[src/rtl/acc_seq_pkg.sv]
// Package: shared widths, bus select codes and opcodes for the sequencer.
// Assumes a single shared bus with 3-bit driver and load select codes.
package acc_seq_pkg;
    localparam int WORD_W = 16;
    localparam int ADDR_W = 12;
    localparam int OP_W   = 4;
    localparam int SEL_W  = 3;
    localparam int STEPS  = 8;

    localparam logic [SEL_W-1:0] SEL_NONE = 3'd0;
    localparam logic [SEL_W-1:0] SEL_MAR  = 3'd1;
    localparam logic [SEL_W-1:0] SEL_PC   = 3'd2;
    localparam logic [SEL_W-1:0] SEL_MBR  = 3'd3;
    localparam logic [SEL_W-1:0] SEL_AC   = 3'd4;
    localparam logic [SEL_W-1:0] SEL_IR   = 3'd7;

    localparam logic [OP_W-1:0] OP_LOAD = 4'h1;
    localparam logic [OP_W-1:0] OP_ADD  = 4'h3;
endpackage

[src/rtl/acc_ring.sv]
// Module: one-hot ring counter of D flip-flops giving the timing steps.
// Assumes clr has priority over hold; reset parks the ring at bit 0.
module acc_ring #(
    parameter int STEPS = 8
) (
    input  logic             clk,
    input  logic             rst_n,
    input  logic             hold,
    input  logic             clr,
    output logic [STEPS-1:0] step
);
    for (genvar i = 0; i < STEPS; i++) begin : g_ff
        localparam int PREV = (i + STEPS - 1) % STEPS;
        // One stage: restart, keep, or take the previous stage's bit.
        always_ff @(posedge clk) begin
            if (!rst_n)      step[i] <= (i == 0);
            else if (clr)    step[i] <= (i == 0);
            else if (!hold)  step[i] <= step[PREV];
        end
    end

    assert_onehot_R2: assert property (@(posedge clk) disable iff (!rst_n)
        $countones(step) == 1);
    assert_clear_R9: assert property (@(posedge clk) disable iff (!rst_n)
        clr |=> step == STEPS'(1));
    assert_hold_R4: assert property (@(posedge clk) disable iff (!rst_n)
        (hold && !clr) |=> $stable(step));
endmodule

[src/rtl/acc_decode.sv]
// Module: partial opcode decoder; combines step and opcode into control lines.
// Assumes step is one-hot with bit k = Tk; only Load and Add run past T4.
module acc_decode
    import acc_seq_pkg::*;
#(
    parameter int STEPS = 8
) (
    input  logic             clk,
    input  logic             rst_n,
    input  logic [STEPS-1:0] step,
    input  logic [OP_W-1:0]  opcode,
    output logic [SEL_W-1:0] wr_sel,
    output logic [SEL_W-1:0] rd_sel,
    output logic             mem_rd,
    output logic             alu_add,
    output logic             cnt_clr,
    output logic             pc_inc
);
    logic is_load, is_add, is_mem_op;

    // Opcode recognition for the two implemented memory instructions.
    always_comb begin
        is_load   = (opcode == OP_LOAD);
        is_add    = (opcode == OP_ADD);
        is_mem_op = is_load || is_add;
    end

    // Control lines for each step.
    always_comb begin
        wr_sel  = SEL_NONE;
        rd_sel  = SEL_NONE;
        mem_rd  = 1'b0;
        alu_add = 1'b0;
        cnt_clr = 1'b0;
        pc_inc  = step[1];
        if (step[0]) begin
            wr_sel = SEL_MAR;
            rd_sel = SEL_PC;
        end
        if (step[1] || (step[5] && is_mem_op)) begin
            wr_sel = SEL_MBR;
            mem_rd = 1'b1;
        end
        if (step[2]) begin
            wr_sel = SEL_IR;
            rd_sel = SEL_MBR;
        end
        if (step[4]) begin
            if (is_mem_op) begin
                wr_sel = SEL_MAR;
                rd_sel = SEL_IR;
            end else begin
                cnt_clr = 1'b1;
            end
        end
        if (step[6] && is_mem_op) begin
            wr_sel  = SEL_AC;
            rd_sel  = SEL_MBR;
            alu_add = is_add;
        end
        if (step[7]) cnt_clr = 1'b1;
    end

    assert_rd_target_R3: assert property (@(posedge clk) disable iff (!rst_n)
        mem_rd |-> (wr_sel == SEL_MBR && rd_sel == SEL_NONE));
    assert_decode_idle_R5: assert property (@(posedge clk) disable iff (!rst_n)
        step[3] |-> (wr_sel == SEL_NONE && !mem_rd && !cnt_clr));
    assert_add_only_ac_R6: assert property (@(posedge clk) disable iff (!rst_n)
        alu_add |-> (wr_sel == SEL_AC && step[6]));
endmodule

[src/rtl/acc_datapath.sv]
// Module: shared-bus datapath with registers and a word memory model.
// Assumes MEM_WORDS is a power of two no larger than 2**ADDR_W; memory is not reset.
module acc_datapath
    import acc_seq_pkg::*;
#(
    parameter int MEM_WORDS = 256
) (
    input  logic              clk,
    input  logic              rst_n,
    input  logic [SEL_W-1:0]  wr_sel,
    input  logic [SEL_W-1:0]  rd_sel,
    input  logic              mem_rd,
    input  logic              alu_add,
    input  logic              pc_inc,
    input  logic              hold,
    input  logic              prog_we,
    input  logic [ADDR_W-1:0] prog_addr,
    input  logic [WORD_W-1:0] prog_data,
    output logic [WORD_W-1:0] bus,
    output logic [ADDR_W-1:0] pc_q,
    output logic [ADDR_W-1:0] mar_q,
    output logic [WORD_W-1:0] mbr_q,
    output logic [WORD_W-1:0] ir_q,
    output logic [WORD_W-1:0] ac_q
);
    localparam int IDX_W = $clog2(MEM_WORDS);

    logic [WORD_W-1:0] mem [MEM_WORDS];
    logic [WORD_W-1:0] mem_word;
    logic [WORD_W-1:0] alu_out;
    logic              xfer;

    // Memory model write port.
    always_ff @(posedge clk) begin
        if (prog_we) mem[prog_addr[IDX_W-1:0]] <= prog_data;
    end

    // Bus driver selection and ALU.
    always_comb begin
        mem_word = mem[mar_q[IDX_W-1:0]];
        case (rd_sel)
            SEL_MAR: bus = {{(WORD_W-ADDR_W){1'b0}}, mar_q};
            SEL_PC:  bus = {{(WORD_W-ADDR_W){1'b0}}, pc_q};
            SEL_MBR: bus = mbr_q;
            SEL_AC:  bus = ac_q;
            SEL_IR:  bus = {{(WORD_W-ADDR_W){1'b0}}, ir_q[ADDR_W-1:0]};
            default: bus = mem_rd ? mem_word : '0;
        endcase
        alu_out = alu_add ? ac_q + bus : bus;
        xfer    = !hold;
    end

    // Register loads from the bus and PC increment.
    always_ff @(posedge clk) begin
        if (!rst_n) begin
            pc_q  <= '0;
            mar_q <= '0;
            mbr_q <= '0;
            ir_q  <= '0;
            ac_q  <= '0;
        end else if (xfer) begin
            if (pc_inc)             pc_q  <= pc_q + 1'b1;
            if (wr_sel == SEL_MAR)  mar_q <= bus[ADDR_W-1:0];
            if (wr_sel == SEL_MBR)  mbr_q <= bus;
            if (wr_sel == SEL_IR)   ir_q  <= bus;
            if (wr_sel == SEL_AC)   ac_q  <= alu_out;
        end
    end

    assert_pc_step_R3: assert property (@(posedge clk) disable iff (!rst_n)
        (pc_inc && !hold) |=> pc_q == $past(pc_q) + 1'b1);
    assert_add_result_R7: assert property (@(posedge clk) disable iff (!rst_n)
        (wr_sel == SEL_AC && alu_add && !hold) |=> ac_q == WORD_W'($past(ac_q) + $past(mbr_q)));
    assert_wait_freeze_R4: assert property (@(posedge clk) disable iff (!rst_n)
        hold |=> ($stable(pc_q) && $stable(mbr_q) && $stable(ac_q)));
endmodule

[src/rtl/acc_ctrl_seq.sv]
// Module: top of the hardwired control sequencer with its datapath.
// Assumes mem_ready only matters during a read step; reset is synchronous.
module acc_ctrl_seq
    import acc_seq_pkg::*;
#(
    parameter int MEM_WORDS = 256
) (
    input  logic              clk,
    input  logic              rst_n,
    input  logic              mem_ready,
    input  logic              prog_we,
    input  logic [ADDR_W-1:0] prog_addr,
    input  logic [WORD_W-1:0] prog_data,
    output logic [STEPS-1:0]  step,
    output logic [SEL_W-1:0]  wr_sel,
    output logic [SEL_W-1:0]  rd_sel,
    output logic              mem_rd,
    output logic              alu_add,
    output logic              cnt_clr,
    output logic [WORD_W-1:0] bus,
    output logic [ADDR_W-1:0] pc_q,
    output logic [ADDR_W-1:0] mar_q,
    output logic [WORD_W-1:0] mbr_q,
    output logic [WORD_W-1:0] ir_q,
    output logic [WORD_W-1:0] ac_q
);
    logic hold;
    logic pc_inc;

    // A read step waits for the memory.
    always_comb hold = mem_rd && !mem_ready;

    acc_ring #(.STEPS(STEPS)) u_ring (
        .clk(clk), .rst_n(rst_n), .hold(hold), .clr(cnt_clr), .step(step)
    );

    acc_decode #(.STEPS(STEPS)) u_dec (
        .clk(clk), .rst_n(rst_n), .step(step), .opcode(ir_q[WORD_W-1 -: OP_W]),
        .wr_sel(wr_sel), .rd_sel(rd_sel), .mem_rd(mem_rd), .alu_add(alu_add),
        .cnt_clr(cnt_clr), .pc_inc(pc_inc)
    );

    acc_datapath #(.MEM_WORDS(MEM_WORDS)) u_dp (
        .clk(clk), .rst_n(rst_n), .wr_sel(wr_sel), .rd_sel(rd_sel),
        .mem_rd(mem_rd), .alu_add(alu_add), .pc_inc(pc_inc), .hold(hold),
        .prog_we(prog_we), .prog_addr(prog_addr), .prog_data(prog_data),
        .bus(bus), .pc_q(pc_q), .mar_q(mar_q), .mbr_q(mbr_q), .ir_q(ir_q), .ac_q(ac_q)
    );
endmodule

[config.mk]
export PLATFORM = sky130hd
export DESIGN_NAME = acc_ctrl_seq
export DESIGN_NICKNAME = d
export VERILOG_FILES = /design/src/rtl/acc_seq_pkg.sv /design/src/rtl/acc_ring.sv /design/src/rtl/acc_decode.sv /design/src/rtl/acc_datapath.sv /design/src/rtl/acc_ctrl_seq.sv
export SDC_FILE = /design/constraint.sdc
export NUM_CORES = 2
export LEC_CHECK = 0
export BUFFER_PORTS_ARGS = -buffer_cell sky130_fd_sc_hd__buf_2
export CAP_MARGIN = 10
export CORE_ASPECT_RATIO = 1.4
export CORE_MARGIN = 3
export CORE_UTILIZATION = 45
export CTS_BUF_LIST = sky130_fd_sc_hd__clkbuf_4
export DETAILED_ROUTE_END_ITERATION = 6
export PLACE_DENSITY_LB_ADDON = 0.15
export SLEW_MARGIN = 20
export SYNTH_ARGS = -nofsm -noshare
export SYNTH_HDL_FRONTEND = slang
export SYNTH_SLANG_ARGS = --single-unit
[constraint.sdc]
create_clock -name clk -period 5.4 [get_ports clk]
set_input_delay 1.62 -clock clk [delete_from_list [all_inputs] [get_ports clk]]
set_output_delay 1.62 -clock clk [all_outputs]
set_load 0.05 [all_outputs]
After elaboration in Yosys (flattened, before gate mapping)
Memory sizes are Yosys's and may differ from the RTL's. A register that Yosys moved wholly into a read port is not among the register bits.
Index checks and enable logic that the tools add are counted.
W data, S select, Z words.
{"block": "word_totals", "mem_bits_rw": 4096, "in_bits": 32, "wordCells": 64, "memories": 1, "output_inout_bits": 105, "ff_bits": 80}
{"block": "classes", "muxes": 23, "n_bitwise": 2, "n_addsub": 2, "n_eq_ne": 11, "n_reduce_logical": 12}
{"memory": "u_dp.mem", "words": 256, "word_bits": 16, "rd": 1, "rd_ports_with_merged_regs": 1, "write_ports": 1, "line_no": "acc_datapath.sv:28", "source": "logic [WORD_W-1:0] mem [MEM_WORDS];"}
{"operator": "$pmux W16 S5", "n": 1}
{"operator": "$mux W16", "n": 2}
{"operator": "$mux W3", "n": 7}
{"operator": "$add A16 B16 Y16", "n": 1}
{"operator": "$mux W8", "n": 2}
{"operator": "$add A12 B1 Y12 const B", "n": 1}
{"operator": "$eq A3 B3 Y1 const B", "n": 4}
{"operator": "$reduce_and A2 Y1", "n": 5}
{"operator": "$eq A3 B2 Y1 const B", "n": 3}
{"operator": "$mux W1", "n": 8}
{"operator": "$eq A3 B1 Y1 const B", "n": 2}
{"operator": "$mux W2", "n": 3}
{"operator": "$eq A4 B1 Y1 const B", "n": 1}
{"operator": "$eq A4 B2 Y1 const B", "n": 1}
{"operator": "$logic_and A1 B1 Y1", "n": 3}
{"operator": "$logic_or A1 B1 Y1", "n": 2}
{"operator": "$not A1 Y1", "n": 2}
{"operator": "$reduce_or A2 Y1", "n": 1}
{"operator": "$logic_not A1 Y1", "n": 1}

Depth between registers and ports, before layout
{"block": "depth", "depth_word": 13, "depth_mapped": 23, "depth_no_buf": 17}

Cells and area by module
Synthesis repeated with hierarchy kept, for this count alone.
{"block": "hier_totals", "hier_cells": 6907, "hier_area_um2": 161354.8}
{"module": "acc_datapath", "area_each_um2": 160914.3, "seq_area_each_um2": 124599.5, "n_inst": 1, "cells_each": 6859}
{"module": "acc_ring", "area_each_um2": 290.3, "seq_area_each_um2": 160.2, "n_inst": 1, "cells_each": 27}
{"module": "acc_decode", "area_each_um2": 136.4, "seq_area_each_um2": 0.0, "n_inst": 1, "cells_each": 20}
{"module": "acc_ctrl_seq", "area_each_um2": 13.8, "seq_area_each_um2": 0.0, "n_inst": 1, "cells_each": 1}

Least setup slack after synthesis
OpenSTA, ideal clock, no wires.
{"block": "synth_timing", "kind": "register to register", "start": "register with a tool-made name", "end": "register u_dp.ac_q[15]", "period_less_slack_ps": 5460, "setup_time_ps": 116, "arrival_ps": 5344, "required_time_ps": 5284, "path_buffers": 6, "slack_ps": -60, "stages_incl_launch_ff": 22, "path_cell_list": "dfxtp_1 -> buf_6 -> buf_6 -> buf_6 -> buf_6 -> buf_6 -> buf_2 -> mux4_2 -> a22o_1 -> a221oi_1 -> o221ai_1 -> a221oi_2 -> inv_1 -> ha_1 -> o21a_1 -> or2_2 -> nor4bb_1 -> or3_1 -> a41oi_1 -> nor3_1 -> o21a_1 -> o211a_1"}
{"element": "end signal, assigned", "line_no": "acc_datapath.sv:66", "source": "if (wr_sel == SEL_AC) ac_q <= alu_out;"}
{"element": "end, declared", "line_no": "acc_datapath.sv:24", "source": "output logic [WORD_W-1:0] ac_q"}

==> flow_metrics.tcl <==
set metrics [dict create \
    synthAdderAreaFrac 0.00137 \
    rsz0062_at_grt "true" \
    synth_enable_flop_cells 4096 \
    pin_count_of_the_biggest_net_entering_global_routing 158 \
    syn_inst 7223 \
    first_global_vias 89600 \
    ys_async_sr_fraction 0 \
    cts_sinks 4184 \
    coreArea_um2 356000 \
    n_fill_cell 27800 \
    initial_standard_cell_utilization_of_the_core 0.453 \
    layout_cells_sized_above_1 0.444 \
    number_of_setup_violations_in_the_final_report 27 \
    total_design_power_mw 70.2 \
    critical_path_required_ns 3.78 \
    fin_worst_hold_slack_ns 0.489 \
    syn-num-nets 7272 \
    dpl.hpwl_mm 306 \
    startpoint_type "flip-flop" \
    detail_route.wl_per_cell_um 33.2 \
    worstHoldPathType "reg2reg" \
    timing.critical_path.arrival_ns 5.19 \
    synth_simple_gate_area_share 0.0198 \
    synthesis.area_um2 161000 \
    failing_checks "negative setup slack" \
    global_route.usage.total 0.264 \
    postSynthAreaPerCell_um2 22.3 \
    synth-xor-area-share 0.00120 \
    final_cycle_share 1.26 \
    fp.dieH_um 714 \
    drt-total-wl_mm 487 \
    detailedRoute.firstPassIterationCount 7 \
    endpoint_kind "output pin" \
    postSynthRegisterBits 4184 \
    htree_levels 6 \
    area_fraction_in_compound_gates_after_synthesis 0.0273 \
    clock_tree.root_cell "clkbuf_4" \
    max-slew-margin-rel 0.168 \
    drv.max_cap_violation_count 0 \
    pre_cts_slack_ns -0.772 \
    fin_cells 14700 \
    synth_top_family_by_area "multiplexers" \
    cts.reportedPaths.clkPinSlew_ns 0.07 \
    leakagePower_nw 63.2 \
    crit_path_max_incr_delay_ns 0.66 \
    outcome "complete, but fails checks" \
    final_critical_path_setup_slack_ns -1.41 \
    ys_seq_area_frac 0.774 \
    numCtsBuffers 950 \
    drcViolationCount 0 \
    setup_total_negative_slack_ns -24.68 \
    clock_latency_reported_for_the_late_side_of_the_worst_skew_pair_ns 1.54 \
    portBuffers 132 \
    worstHoldStart "u_ring.step[3]" \
    layout-area-overhead-vs-synth_pct 20.2 \
    clockBufferDepth 4 \
    post_synth_mux_area_share 0.161 \
    clock_skew_ns 0.195 \
    r2r_setup_slack_ns -0.69 \
    die_span_x_um 512 \
    setup.worst_path.class "reg2out" \
    place_inst 12700 \
    antenna_violating_nets_post_route 0 \
    timing_worst_slew_pin_value_ns 1.25 \
    power_per_cell_area_nw_per_um2 363 \
    synth_warnings 0 \
    wire_length_of_the_first_global_routing_pass_mm 681 \
    final_net_count 9295 \
    period_needed_ns 6.81 \
    power.ir.vdd_worst_mv 0.193 \
    top_achievable_clock_speed_mhz 147 \
    ys_dominant_reg_cell "edfxtp_1" \
    antenna_found_initial 23 \
    dr_total_vias 87100 \
    initialDrtViolationCount 9620 \
    cp_slowest_cell "or4b_4" \
    dieArea_um2 366000 \
    timing.final.max_slew_violations 0 \
    top_level_ports 137 \
    detail_route.vias_per_cell 5.93 \
    number_of_hold_slack_violations_in_the_final_timing_report 0 \
    global_route.overflow_total 0 \
    ys_types 78 \
    floorplan.rows 259 \
    worstPathMaxFanout 7 \
    cp_common_cell "buf_12" \
    cp_cell_sequence "buf_12, buf_8, buf_12, buf_12, buf_12, buf_16, buf_8, mux4_2, mux4_2, a22oi_2, buf_6, a21oi_2, or4b_4, buf_8" \
    clock_tree_from_tritoncts "built" \
    place.gp.congestion 0.901 \
    post_cts_hold_buffer_count 0 \
]
[area by class of cell]
type,instances,area [µm²],area share
flip-flops and latches,4184,125000,0.644
multi-input cells,2594,36100,0.186
repair buffers,1484,14700,0.0761
clock buffers,1376,10300,0.0533
well taps,4698,5880,0.0303
clock inverters,315,1690,0.00874
inverters,32,154,0.000794
diodes,15,37.5,0.000194
[power breakdown]
group          switching [mW]  internal (mW)
Clock                    12.3           12.3
Sequential             0.0907           35.7
Combinational            5.40           4.41
[flip-flops by register name (all words and copies together) (netlist names), named ones only]
name         count
u_dp.mbr_q      16
u_dp.mar_q      12
u_dp.pc_q       12
u_ring.step      8
u_dp.ir_q       16
u_dp.ac_q       16
u_dp.mem      4096
[layer usage]
layer	part of all wire	global-route usage	up-vias	wire (µm)
li1	-	-	35500	-
met1	0.37	0.336	46500	182000
met2	0.50	0.439	4178	243000
met3	0.077	0.0519	898	37400
met4	0.053	0.125	20	25600
met5	0.00027	0	-	130
[cell families (layout without fill, tap and decap cells)]
kind of cell               count (synthesis)  count (layout)
and+or+nand+nor                          701             701
buffers and inverters                    445            3207
xor gates and xnor gates                  22              22
adders and majority gates                 17              17
DFF                                     4184            4184
AOI/OAI and AO/OA                        620             620
muxes                                   1234            1234
other                                      0              15
[path summary, 6_finish.rpt]
check / end / cells past startpoint
max: bus[7] / 14
min: u_ring.step[3] / 2
max reg2reg: u_dp.ac_q[15] / 30
min reg2reg: u_ring.step[3] / 2
[repair_timing]
item / in CTS / in global routing
gates resized for setup: 516 / 159
endpoints found under the hold margin: 0 / 0
pin swaps: 99 / 88
cloned: 26 / 7
buffers inserted: 186 / 96
setup endpoints to repair: 26 / 32
[synthesized netlist by cell type, types with 64 or more instances]
| cell | count | area share |
|---|---|---|
| dfxtp_1 | 88 | 0.011 |
| nand2_1 | 127 | 0.0030 |
| nor2_1 | 329 | 0.0077 |
| o22ai_1 | 68 | 0.0026 |
| a22oi_1 | 136 | 0.0063 |
| buf_2 | 81 | 0.0025 |
| edfxtp_1 | 4096 | 0.76 |
| mux4_2 | 1089 | 0.15 |
| mux2i_1 | 124 | 0.0077 |
| nand3_1 | 68 | 0.0021 |
| a21oi_1 | 104 | 0.0032 |
| buf_6 | 64 | 0.0045 |
| o21ai_0 | 66 | 0.0020 |
| clkbuf_1 | 185 | 0.0043 |
[cell usage in the layout (no fill, tap or decap), types with 15 or more instances in the layout]
cell type | netlist | layout
buf_2 | 81 | 100
nor2_2 | 0 | 113
nand3_1 | 68 | 57
nor2_1 | 329 | 212
diode_2 | 0 | 15
clkbuf_4 | 0 | 1376
a221oi_2 | 4 | 24
a22oi_2 | 0 | 40
mux2i_1 | 124 | 108
inv_2 | 0 | 15
o22ai_1 | 68 | 40
nor2b_1 | 25 | 18
buf_4 | 51 | 1014
nand2_1 | 127 | 124
inv_1 | 29 | 15
buf_6 | 64 | 108
mux4_2 | 1089 | 1089
a22o_1 | 55 | 51
o21ai_0 | 66 | 54
edfxtp_1 | 4096 | 4096
buf_8 | 0 | 54
xnor2_1 | 17 | 16
clkinv_2 | 0 | 23
buf_16 | 0 | 49
nand4_1 | 16 | 16
nor3_1 | 38 | 28
a21oi_1 | 104 | 84
a22oi_1 | 136 | 96
and2_1 | 17 | 16
buf_12 | 0 | 143
a31oi_1 | 30 | 22
dfxtp_1 | 88 | 82
clkinv_1 | 3 | 246
[through the flow]
| step | utilization | instance area (µm²) |
|---|---|---|
| after floorplan | - | 161000 |
| after global placement | 0.493 | 176000 |
| after detailed placement | 0.493 | 176000 |
| after CTS | 0.540 | 192000 |
| after global routing | 0.544 | 194000 |
| final | 0.544 | 194000 |
[critical path, delay by kind of cell (launching register included)]
family	cells	cell delay [ns]
AOI/OAI and AO/OA	2	0.36
buffers and inverters	9	1.31
and+or+nand+nor	1	0.66
muxes	2	0.87
DFF	1	0.41
Power figures use the tool's default switching activity.
